### src/rtl/ow_byte_pkg.sv
package ow_byte_pkg;
  localparam int REG_W  = 16;
  localparam int ADDR_W = 4;

  localparam logic [ADDR_W-1:0] OFF_CMD  = 4'h6;
  localparam logic [ADDR_W-1:0] OFF_DATA = 4'h8;
  localparam logic [ADDR_W-1:0] OFF_STAT = 4'hA;
  localparam logic [ADDR_W-1:0] OFF_IEN  = 4'hC;

  localparam int BIT_TBE  = 2;
  localparam int BIT_RSRF = 5;

  typedef struct packed {
    logic rsrf;   // bit 5
    logic rbf;    // bit 4
    logic tsre;   // bit 3
    logic tbe;    // bit 2
  } flags_t;

  function automatic logic [REG_W-1:0] place_flags(flags_t f);
    logic [REG_W-1:0] w;
    w = '0;
    w[BIT_RSRF:BIT_TBE] = f;
    return w;
  endfunction

  function automatic flags_t take_flags(logic [REG_W-1:0] w);
    return flags_t'(w[BIT_RSRF:BIT_TBE]);
  endfunction

  function automatic logic irq_any(flags_t s, flags_t e);
    return |(s & e);
  endfunction
endpackage

### src/rtl/ow_sync.sv
module ow_sync #(
  parameter int STAGES = 2
) (
  input  logic clk,
  input  logic rst_n,
  input  logic d,
  output logic q
);
  generate
    if (STAGES == 0) begin : g_pass
      assign q = d;
    end else begin : g_chain
      logic [STAGES-1:0] chain_q;
      always_ff @(posedge clk or negedge rst_n) begin
        if (!rst_n) chain_q <= '1;
        else        chain_q <= {chain_q[STAGES-2 >= 0 ? STAGES-2 : 0 : 0], d} ;
      end
      assign q = chain_q[STAGES-1];
    end
  endgenerate
endmodule

### src/rtl/ow_slot_timer.sv
module ow_slot_timer #(
  parameter int SLOT_CYC  = 64,
  parameter int W1_LOW    = 6,
  parameter int W0_LOW    = 48,
  parameter int SAMPLE_AT = 14
) (
  input  logic clk,
  input  logic rst_n,
  input  logic start,
  input  logic bit_val,
  input  logic line_in,
  output logic busy,
  output logic drive_low,
  output logic sample_strobe,
  output logic sample_val,
  output logic slot_done
);
  localparam int CW = $clog2(SLOT_CYC);
  localparam logic [CW-1:0] LAST = CW'(SLOT_CYC - 1);

  logic          busy_q;
  logic [CW-1:0] cnt_q;
  logic          bit_q;
  logic          samp_q;
  logic [CW-1:0] low_len;

  assign low_len       = bit_q ? CW'(W1_LOW) : CW'(W0_LOW);
  assign busy          = busy_q;
  assign drive_low     = busy_q && (cnt_q < low_len);
  assign sample_strobe = busy_q && (cnt_q == CW'(SAMPLE_AT));
  assign slot_done     = busy_q && (cnt_q == LAST);
  assign sample_val    = samp_q;

  always_ff @(posedge clk or negedge rst_n) begin
    if (!rst_n) begin
      busy_q <= 1'b0;
      cnt_q  <= '0;
      bit_q  <= 1'b1;
      samp_q <= 1'b1;
    end else begin
      if (!busy_q) begin
        if (start) begin
          busy_q <= 1'b1;
          cnt_q  <= '0;
          bit_q  <= bit_val;
        end
      end else if (slot_done) begin
        busy_q <= 1'b0;
      end else begin
        cnt_q <= cnt_q + 1'b1;
      end
      if (sample_strobe) samp_q <= line_in;
    end
  end
endmodule

### src/rtl/ow_byte_shifter.sv
module ow_byte_shifter #(
  parameter int BITS = 8
) (
  input  logic            clk,
  input  logic            rst_n,
  input  logic            load,
  input  logic [BITS-1:0] load_byte,
  input  logic            slot_busy,
  input  logic            slot_done,
  input  logic            sample_val,
  output logic            slot_start,
  output logic            slot_bit,
  output logic            active,
  output logic            byte_done,
  output logic [BITS-1:0] rx_byte
);
  localparam int IW = (BITS > 1) ? $clog2(BITS) : 1;

  logic            active_q;
  logic [IW-1:0]   idx_q;
  logic [BITS-1:0] tx_q;
  logic [BITS-1:0] rx_q;
  logic            done_q;

  assign active     = active_q;
  assign slot_start = active_q && !slot_busy;
  assign slot_bit   = tx_q[0];
  assign byte_done  = done_q;
  assign rx_byte    = rx_q;

  always_ff @(posedge clk or negedge rst_n) begin
    if (!rst_n) begin
      active_q <= 1'b0;
      idx_q    <= '0;
      tx_q     <= '0;
      rx_q     <= '0;
      done_q   <= 1'b0;
    end else begin
      done_q <= 1'b0;
      if (load && !active_q) begin
        active_q <= 1'b1;
        idx_q    <= '0;
        tx_q     <= load_byte;
      end else if (active_q && slot_done) begin
        tx_q  <= tx_q >> 1;
        rx_q  <= {sample_val, rx_q[BITS-1:1]};
        idx_q <= idx_q + 1'b1;
        if (idx_q == IW'(BITS - 1)) begin
          active_q <= 1'b0;
          done_q   <= 1'b1;
        end
      end
    end
  end
endmodule

### src/rtl/ow_byte_regs.sv
module ow_byte_regs
  import ow_byte_pkg::*;
#(
  parameter int BITS = 8
) (
  input  logic              clk,
  input  logic              rst_n,
  input  logic [ADDR_W-1:0] bus_addr,
  input  logic              bus_wr,
  input  logic              bus_rd,
  input  logic [REG_W-1:0]  bus_wdata,
  output logic [REG_W-1:0]  bus_rdata,
  input  logic              byte_done,
  input  logic [BITS-1:0]   rx_byte,
  input  logic              shift_active,
  output logic              load,
  output logic [BITS-1:0]   load_byte,
  output logic              move,
  output flags_t            flags,
  output flags_t            ien,
  output logic              irq
);
  logic [BITS-1:0] tx_buf_q;
  logic [BITS-1:0] rx_buf_q;
  flags_t          flags_q;
  flags_t          ien_q;
  logic            wr_data;
  logic            rd_data;
  logic            accept;

  assign wr_data   = bus_wr && (bus_addr == OFF_DATA);
  assign rd_data   = bus_rd && (bus_addr == OFF_DATA);
  assign accept    = wr_data && flags_q.tbe;
  assign load      = !flags_q.tbe && !shift_active && !flags_q.rsrf && !byte_done;
  assign load_byte = tx_buf_q;
  assign move      = flags_q.rsrf && (!flags_q.rbf || rd_data);
  assign flags     = flags_q;
  assign ien       = ien_q;
  assign irq       = irq_any(flags_q, ien_q);

  always_comb begin
    unique case (bus_addr)
      OFF_DATA: bus_rdata = {{(REG_W-BITS){1'b0}}, rx_buf_q};
      OFF_STAT: bus_rdata = place_flags(flags_q);
      OFF_IEN:  bus_rdata = place_flags(ien_q);
      default:  bus_rdata = '0;
    endcase
  end

  always_ff @(posedge clk or negedge rst_n) begin
    if (!rst_n) begin
      tx_buf_q <= '0;
      rx_buf_q <= '0;
      flags_q  <= '{rsrf: 1'b0, rbf: 1'b0, tsre: 1'b1, tbe: 1'b1};
      ien_q    <= '0;
    end else begin
      if (accept) begin
        tx_buf_q     <= bus_wdata[BITS-1:0];
        flags_q.tbe  <= 1'b0;
        flags_q.tsre <= 1'b0;
      end else begin
        if (load)                     flags_q.tbe  <= 1'b1;
        if (byte_done && flags_q.tbe) flags_q.tsre <= 1'b1;
      end

      if (byte_done)  flags_q.rsrf <= 1'b1;
      else if (move)  flags_q.rsrf <= 1'b0;

      if (move) begin
        rx_buf_q    <= rx_byte;
        flags_q.rbf <= 1'b1;
      end else if (rd_data) begin
        flags_q.rbf <= 1'b0;
      end

      if (bus_wr && (bus_addr == OFF_IEN)) ien_q <= take_flags(bus_wdata);
    end
  end
endmodule

### src/rtl/ow_byte_engine.sv
module ow_byte_engine
  import ow_byte_pkg::*;
#(
  parameter int BITS        = 8,
  parameter int SLOT_CYC    = 64,
  parameter int W1_LOW      = 6,
  parameter int W0_LOW      = 48,
  parameter int SAMPLE_AT   = 14,
  parameter int SYNC_STAGES = 2
) (
  input  logic        clk,
  input  logic        rst_n,
  input  logic [3:0]  bus_addr,
  input  logic        bus_wr,
  input  logic        bus_rd,
  input  logic [15:0] bus_wdata,
  output logic [15:0] bus_rdata,
  output logic        ow_pull_low,
  input  logic        ow_line,
  output logic        irq
);
  logic            line_sync;
  logic            slot_start;
  logic            slot_bit;
  logic            slot_busy;
  logic            slot_done;
  logic            sample_strobe;
  logic            sample_val;
  logic            shift_active;
  logic            byte_done;
  logic [BITS-1:0] rx_byte;
  logic            load;
  logic [BITS-1:0] load_byte;
  logic            move;
  flags_t          flags;
  flags_t          ien;

  ow_sync #(.STAGES(SYNC_STAGES)) u_sync (
    .clk(clk), .rst_n(rst_n), .d(ow_line), .q(line_sync)
  );

  ow_slot_timer #(
    .SLOT_CYC(SLOT_CYC), .W1_LOW(W1_LOW), .W0_LOW(W0_LOW), .SAMPLE_AT(SAMPLE_AT)
  ) u_slot (
    .clk(clk), .rst_n(rst_n), .start(slot_start), .bit_val(slot_bit),
    .line_in(line_sync), .busy(slot_busy), .drive_low(ow_pull_low),
    .sample_strobe(sample_strobe), .sample_val(sample_val), .slot_done(slot_done)
  );

  ow_byte_shifter #(.BITS(BITS)) u_shift (
    .clk(clk), .rst_n(rst_n), .load(load), .load_byte(load_byte),
    .slot_busy(slot_busy), .slot_done(slot_done), .sample_val(sample_val),
    .slot_start(slot_start), .slot_bit(slot_bit), .active(shift_active),
    .byte_done(byte_done), .rx_byte(rx_byte)
  );

  ow_byte_regs #(.BITS(BITS)) u_regs (
    .clk(clk), .rst_n(rst_n), .bus_addr(bus_addr), .bus_wr(bus_wr),
    .bus_rd(bus_rd), .bus_wdata(bus_wdata), .bus_rdata(bus_rdata),
    .byte_done(byte_done), .rx_byte(rx_byte), .shift_active(shift_active),
    .load(load), .load_byte(load_byte), .move(move), .flags(flags),
    .ien(ien), .irq(irq)
  );
endmodule

### config.mk
export PLATFORM = sky130hd
export DESIGN_NAME = ow_byte_engine
export DESIGN_NICKNAME = d
export VERILOG_FILES = /design/src/rtl/ow_byte_pkg.sv /design/src/rtl/ow_sync.sv /design/src/rtl/ow_slot_timer.sv /design/src/rtl/ow_byte_shifter.sv /design/src/rtl/ow_byte_regs.sv /design/src/rtl/ow_byte_engine.sv
export SDC_FILE = /design/constraint.sdc
export NUM_CORES = 1
export LEC_CHECK = 0
export ABC_AREA = 1
export BUFFER_PORTS_ARGS = -buffer_cell sky130_fd_sc_hd__buf_2
export CAP_MARGIN = 10
export CORE_ASPECT_RATIO = 0.8
export CORE_MARGIN = 2
export CORE_UTILIZATION = 57
export DETAILED_ROUTE_END_ITERATION = 10
export GPL_ROUTABILITY_DRIVEN = 0
export PLACE_DENSITY = 0.84
export SLEW_MARGIN = 20
export SYNTH_ARGS = -nofsm -noshare
export SYNTH_HDL_FRONTEND = slang
export SYNTH_HIERARCHICAL = 1
export SYNTH_SLANG_ARGS = --single-unit
### constraint.sdc
create_clock -name clk -period 2.34 [get_ports clk]
set_clock_uncertainty 0.15 [all_clocks]
set_input_delay 0.234 -clock clk [delete_from_list [all_inputs] [get_ports clk]]
set_output_delay 0.234 -clock clk [all_outputs]
set_load 0.01 [all_outputs]
; ---- Yosys cells after proc, flatten, opt, wreduce, memory -nomap -nowiden
; Cells that the tools add are included.
[totals]
reg_bits = 56
[op_classes]
mux = 25
n_lt_le_gt_ge = 1
bitwise = 3
n_reduce_logical = 34
n_eq_ne = 7
addsub = 2
[ops]
columns = cell, count
row1 = 6-bit two-way mux, 4
row2 = 8-bit case mux with 3 select lines, 1
row3 = 8-bit two-way mux, 2
row4 = 1-bit logical AND, 15
row5 = 1-bit two-way mux, 15
row6 = 2-bit nonzero test, 7
row7 = 4-bit equality test (second input constant), 3
row8 = 2-bit AND reduction, 4
row9 = 6-bit by 1-bit adder with 6-bit output (second input constant), 1
row10 = 6-bit by 4-bit equality test with 1-bit output (second input constant), 1
row11 = 6-bit equality test (second input constant), 1
row12 = 1-bit logical NOT, 6
row13 = 6-bit less-than comparator, 1
row14 = 3-bit two-way mux, 2
row15 = 4-bit AND, 1
row16 = 4-bit OR reduction, 1
row17 = 3-bit by 1-bit adder with 3-bit output (second input constant), 1
row18 = 3-bit equality test (second input constant), 1
row19 = 2-bit two-way mux, 1
row20 = 2-bit != test (second input constant), 1
row21 = 1-bit inverter, 2
row22 = 1-bit logical OR, 1

; ---- Longest topological paths before layout
[depth]
ltp_word = 7
depth_mapped = 8

; ---- Cells and area by module
; Netlist, hierarchy kept.
[by_module_without_submodules]
columns = mod, cells_per_inst, area_each_um2, instances
row1 = ow_byte_regs, 147, 1238.7, 1
row2 = ow_byte_shifter, 111, 992.2, 1
row3 = ow_slot_timer, 75, 574.3, 1
row4 = ow_sync, 2, 52.6, 1

; ---- Worst setup path after synthesis
; OpenSTA, ideal clock, no wires.
[synth_path]
path_type = flip-flop to flip-flop
startpoint = reg u_slot.cnt_q[1]
endpoint = reg u_shift.tx_q[1]
required_ns = 2.074
synth_period_minus_slack_ns = 1.687
setup_ns = 0.116
stages_incl_launch_ff = 9
path_buffers = 2
path_slack_ns = 0.653
arrival_ns = 1.421
cell_sequence = dfrtp_1 -> ha_1 -> nand3_2 -> nor3_1 -> buf_6 -> nand2_2 -> buf_4 -> nand3_1 -> nand2_1
[synth_between]
elab_chain_len = 4
[synth_lines]
columns = item, line
row1 = from (decl), ow_slot_timer.sv:22  ; logic [CW-1:0] cnt_q;
row2 = from (signal assigned), ow_slot_timer.sv:50  ; cnt_q <= cnt_q + 1'b1;
row3 = 6-bit equality test, ow_slot_timer.sv:31  ; assign slot_done = busy_q && (cnt_q == LAST);
row4 = 1-bit logical AND, ow_slot_timer.sv:31
row5 = named net slot_done, ow_byte_engine.sv:26  ; logic slot_done;
row6 = 1-bit logical AND, ow_byte_shifter.sv:44  ; end else if (active_q && slot_done) begin
row7 = 2-bit nonzero test (no line), --
row8 = to (signal assigned), ow_byte_shifter.sv:43  ; tx_q <= load_byte;
row9 = to (signal assigned), ow_byte_shifter.sv:45  ; tx_q <= tx_q >> 1;
row10 = to (decl), ow_byte_shifter.sv:21  ; logic [BITS-1:0] tx_q;
; The timed path passes the listed nets, and every way through them passes these cells.
; A chain may end at the register's enable or synchronous reset.

; ---- Worst setup path in the final report
[layout_path]
startpoint = reg u_slot.cnt_q[1]
endpoint = reg u_shift.rx_q[7] (netlist: u_shift/rx_byte[7])
[layout_between]
elab_chain_len = 4
[layout_lines]
columns = item, line
row1 = 6-bit equality test, ow_slot_timer.sv:31
row2 = 1-bit logical AND, ow_slot_timer.sv:31
row3 = named net slot_done, ow_byte_engine.sv:26
row4 = 1-bit logical AND, ow_byte_shifter.sv:44
row5 = 2-bit AND reduction (no line), --
row6 = to (signal assigned), ow_byte_shifter.sv:46  ; rx_q <= {sample_val, rx_q[BITS-1:1]};
row7 = to (decl), ow_byte_shifter.sv:22  ; logic [BITS-1:0] rx_q;
; The timed path passes the listed nets, and every way through them passes these cells.

==> run summary <==
=================================================================================
RSZ-0062 raised after global routing                                           no
Standby leakage power                                                  0.00170 µW
Part of the power in registers                                              58.1%
Max Cap Viol                                                                    0
Gate count after technology mapping                                           334
Power Density                                                          588 mW/mm²
Die height                                                                67.3 µm
Met2 track demand over resource in global routing                           32.0%
Die X-Extent                                                              83.1 µm
Initial standard-cell utilization of the core                               58.0%
Avg Cell Area, Syn                                                       8.54 µm²
Count of input and output buffers                                              26
Clock Latency Late Sink                                                   0.31 ns
Die outline area                                                      0.00559 mm²
Worst Max-Slew Pin Slew                                                  0.648 ns
Largest net degree at the start of global routing                              31
Final worst-path setup slack                                             0.256 ns
I/O Pins                                                                       43
Reported net switching power                                               439 µW
Fin Hold WS                                                             0.0112 ns
Area grow syn2layout                                                        10.2%
Arrival time of the worst setup path                                      2.12 ns
Headroom to the max-slew limit                                              56.8%
GRT overflow                                                                    0
Routed Wire Length                                                        4980 µm
Data required time at the worst endpoint                                  2.37 ns
Met3 usage                                                                  5.01%
Worst min path class                                                       in2reg
Number of buffers created by CTS                                                5
Via density per instance                                                     5.01
Clk sink count                                                                 56
Antenna violations before repair                                                0
Post-layout min period                                                    2.08 ns
Via count of the first global-routing pass                                  1,889
Outcome                                                              complete, no violations
Number of nets at the end of the flow                                         399
Reg-to-reg setup timing slack                                             0.26 ns
Internal power consumption                                                1410 µW
Number of remaining DRC errors                                                  0
First-pass DRT Iterations                                                       4
Proportion of total power due to net switching                              23.7%
Root cell of the clock tree                                              clkbuf_8
Worst Hold Depth                                                                3
Mapped Area                                                           0.00285 mm²
Placeable core region                                                 0.00492 mm²
Layer carrying the most global-route usage                                   met2
Number of pins with negative max-slew slack in the final report                 0
Layout filler cell count                                                      437
Worst-case setup slack after placement                                   0.273 ns
Post-DP HPWL                                                              3550 µm
Iter 0 DRT Violations                                                          84
Max H-tree Level                                                                2
Register clock-pin slew on the reported worst setup and hold paths        0.10 ns
Global-route wire length before repair                                    8340 µm
Post-CTS Setup Inserts                                                          0
Worst voltage drop across the vdd grid                                   0.334 mV
Logic pwr share                                                              8.5%
Total of warnings raised by yosys                                               6
Buffer levels on the longest clock path                                         2
Met1 track utilization from global routing                                  23.8%
Clock share of power                                                        33.4%
Cell depth of the worst flop-to-flop path                                       6
Crit path max fanout                                                           30
Antenna Cells                                                                   0
Average routed wire per standard cell                                     11.6 µm
Cell row count                                                                 23
Period utilization                                                          89.1%
Upper clock frequency limit                                               480 MHz
Layout cells sized above 1                                                  21.2%
GR Util All Layers                                                          18.8%
Number of setup violations in the final report                                  0
Final cell utilization of the core                                          63.9%
Kind of end point of the critical path                                       flop
Path type of the worst setup path                                         reg2reg
Post-Route Setup TNS                                                         0 ns
Startpoint Class                                                             flop
Number of failing hold endpoints at the final stage                             0
Vias                                                                        2,153
Remaining antenna violation count                                               0
TritonCTS clock tree                                                        built
=================================================================================
-- layer usage --
metal  vias to the layer above  wire length, µm
li1                       1114                -
met1                       997             2380
met2                        38             2380
met3                         4              169
met4                         0               49
met5                         -                0
-- area by class of cell --
type	count	area (µm²)	area share (%)
repair buffers	37	225	7.16
inverters	40	151	4.81
multi-input cells	227	1170	37.2
well taps	62	77.6	2.47
flip-flops and latches	56	1410	44.8
clock inverters	3	42.5	1.35
clock buffers	5	68.8	2.19
-- power groups by stage --
| stage | clock (µW) | sequential [µW] | combinational, µW |
|---|---|---|---|
| 3_5_place_dp | 0 | 1090 | 153 |
| 3_3_place_gp | 0 | 1090 | 147 |
| 2_1_floorplan | 0 | 1080 | 114 |
| 5_1_grt | 678 | 1080 | 182 |
| 4_1_cts | 643 | 1080 | 160 |
| 6_report | 619 | 1080 | 157 |
-- flip-flops by register name (all words and copies together), names as in the netlist --
name	count
u_slot/busy	1
u_regs/rx_buf_q	8
u_shift/rx_byte	8
u_shift/byte_done	1
u_sync/g_chain.chain_q	2
u_regs/load_byte	8
u_regs/ien	4
u_shift/active	1
u_shift/tx_q	8
u_shift/idx_q	3
u_regs/flags	4
u_slot/cnt_q	6
u_slot/sample_val	1
u_slot/bit_q	1
-- worst max-delay path: stages (launching register included) --
cell and delay (ns):
dfrtp_1 0.43, ha_1 0.26, nand3_2 0.15, nor3_1 0.28, nand2_2 0.40, nor2_1 0.24
a21oi_2 0.05
-- stage by stage --
| stage | area [µm²] | cells | power, µW |
|---|---|---|---|
| 4_1_cts | 3150 | 430 | 1880 |
| 6_report | 3150 | 430 | 1850 |
| 3_3_place_gp | 2980 | 417 | 1240 |
| 5_1_grt | 3150 | 430 | 1940 |
| 3_5_place_dp | 2980 | 417 | 1250 |
| 2_1_floorplan | 2880 | 341 | 1200 |
-- layout by cell type, fill, tap and decap left out, types with 3 or more instances in the layout --
| master | count |
|---|---|
| nand2_1 | 90 |
| nand3_1 | 51 |
| dfrtp_1 | 50 |
| inv_1 | 30 |
| buf_2 | 26 |
| nor2_1 | 21 |
| o21ai_1 | 10 |
| o21ai_2 | 9 |
| conb_1 | 8 |
| ha_1 | 7 |
| buf_4 | 6 |
| nand2_2 | 6 |
| dfstp_2 | 6 |
| clkbuf_8 | 5 |
| dlygate4sd3_1 | 5 |
| inv_2 | 5 |
| a21oi_2 | 4 |
| clkinv_1 | 4 |
| nor2_4 | 3 |
-- path summary, 6_finish.rpt --
check,startpoint,end
worst max-delay path,u_slot/cnt_q[1]$_DFFE_PN0P_,u_shift/rx_byte[7]$_DFFE_PN0P_
worst min-delay path,bus_wdata[7],u_regs/load_byte[7]$_DFFE_PN0P_
worst max register to register,u_slot/cnt_q[1]$_DFFE_PN0P_,u_shift/rx_byte[7]$_DFFE_PN0P_
worst min register to register,u_sync/g_chain.chain_q[0]$_DFF_PN1_,u_sync/g_chain.chain_q[1]$_DFF_PN1_
max in group asynchronous,rst_n,u_slot/sample_val$_DFFE_PN1P_
min in group asynchronous,rst_n,u_slot/cnt_q[3]$_DFFE_PN0P_
-- timing repair --
item                                   4_1_cts  5_1_grt
endpoints found under the hold margin       28        0
hold buffers                                 5        0
resized for setup                            0        0
Power figures use the tool's default switching activity.
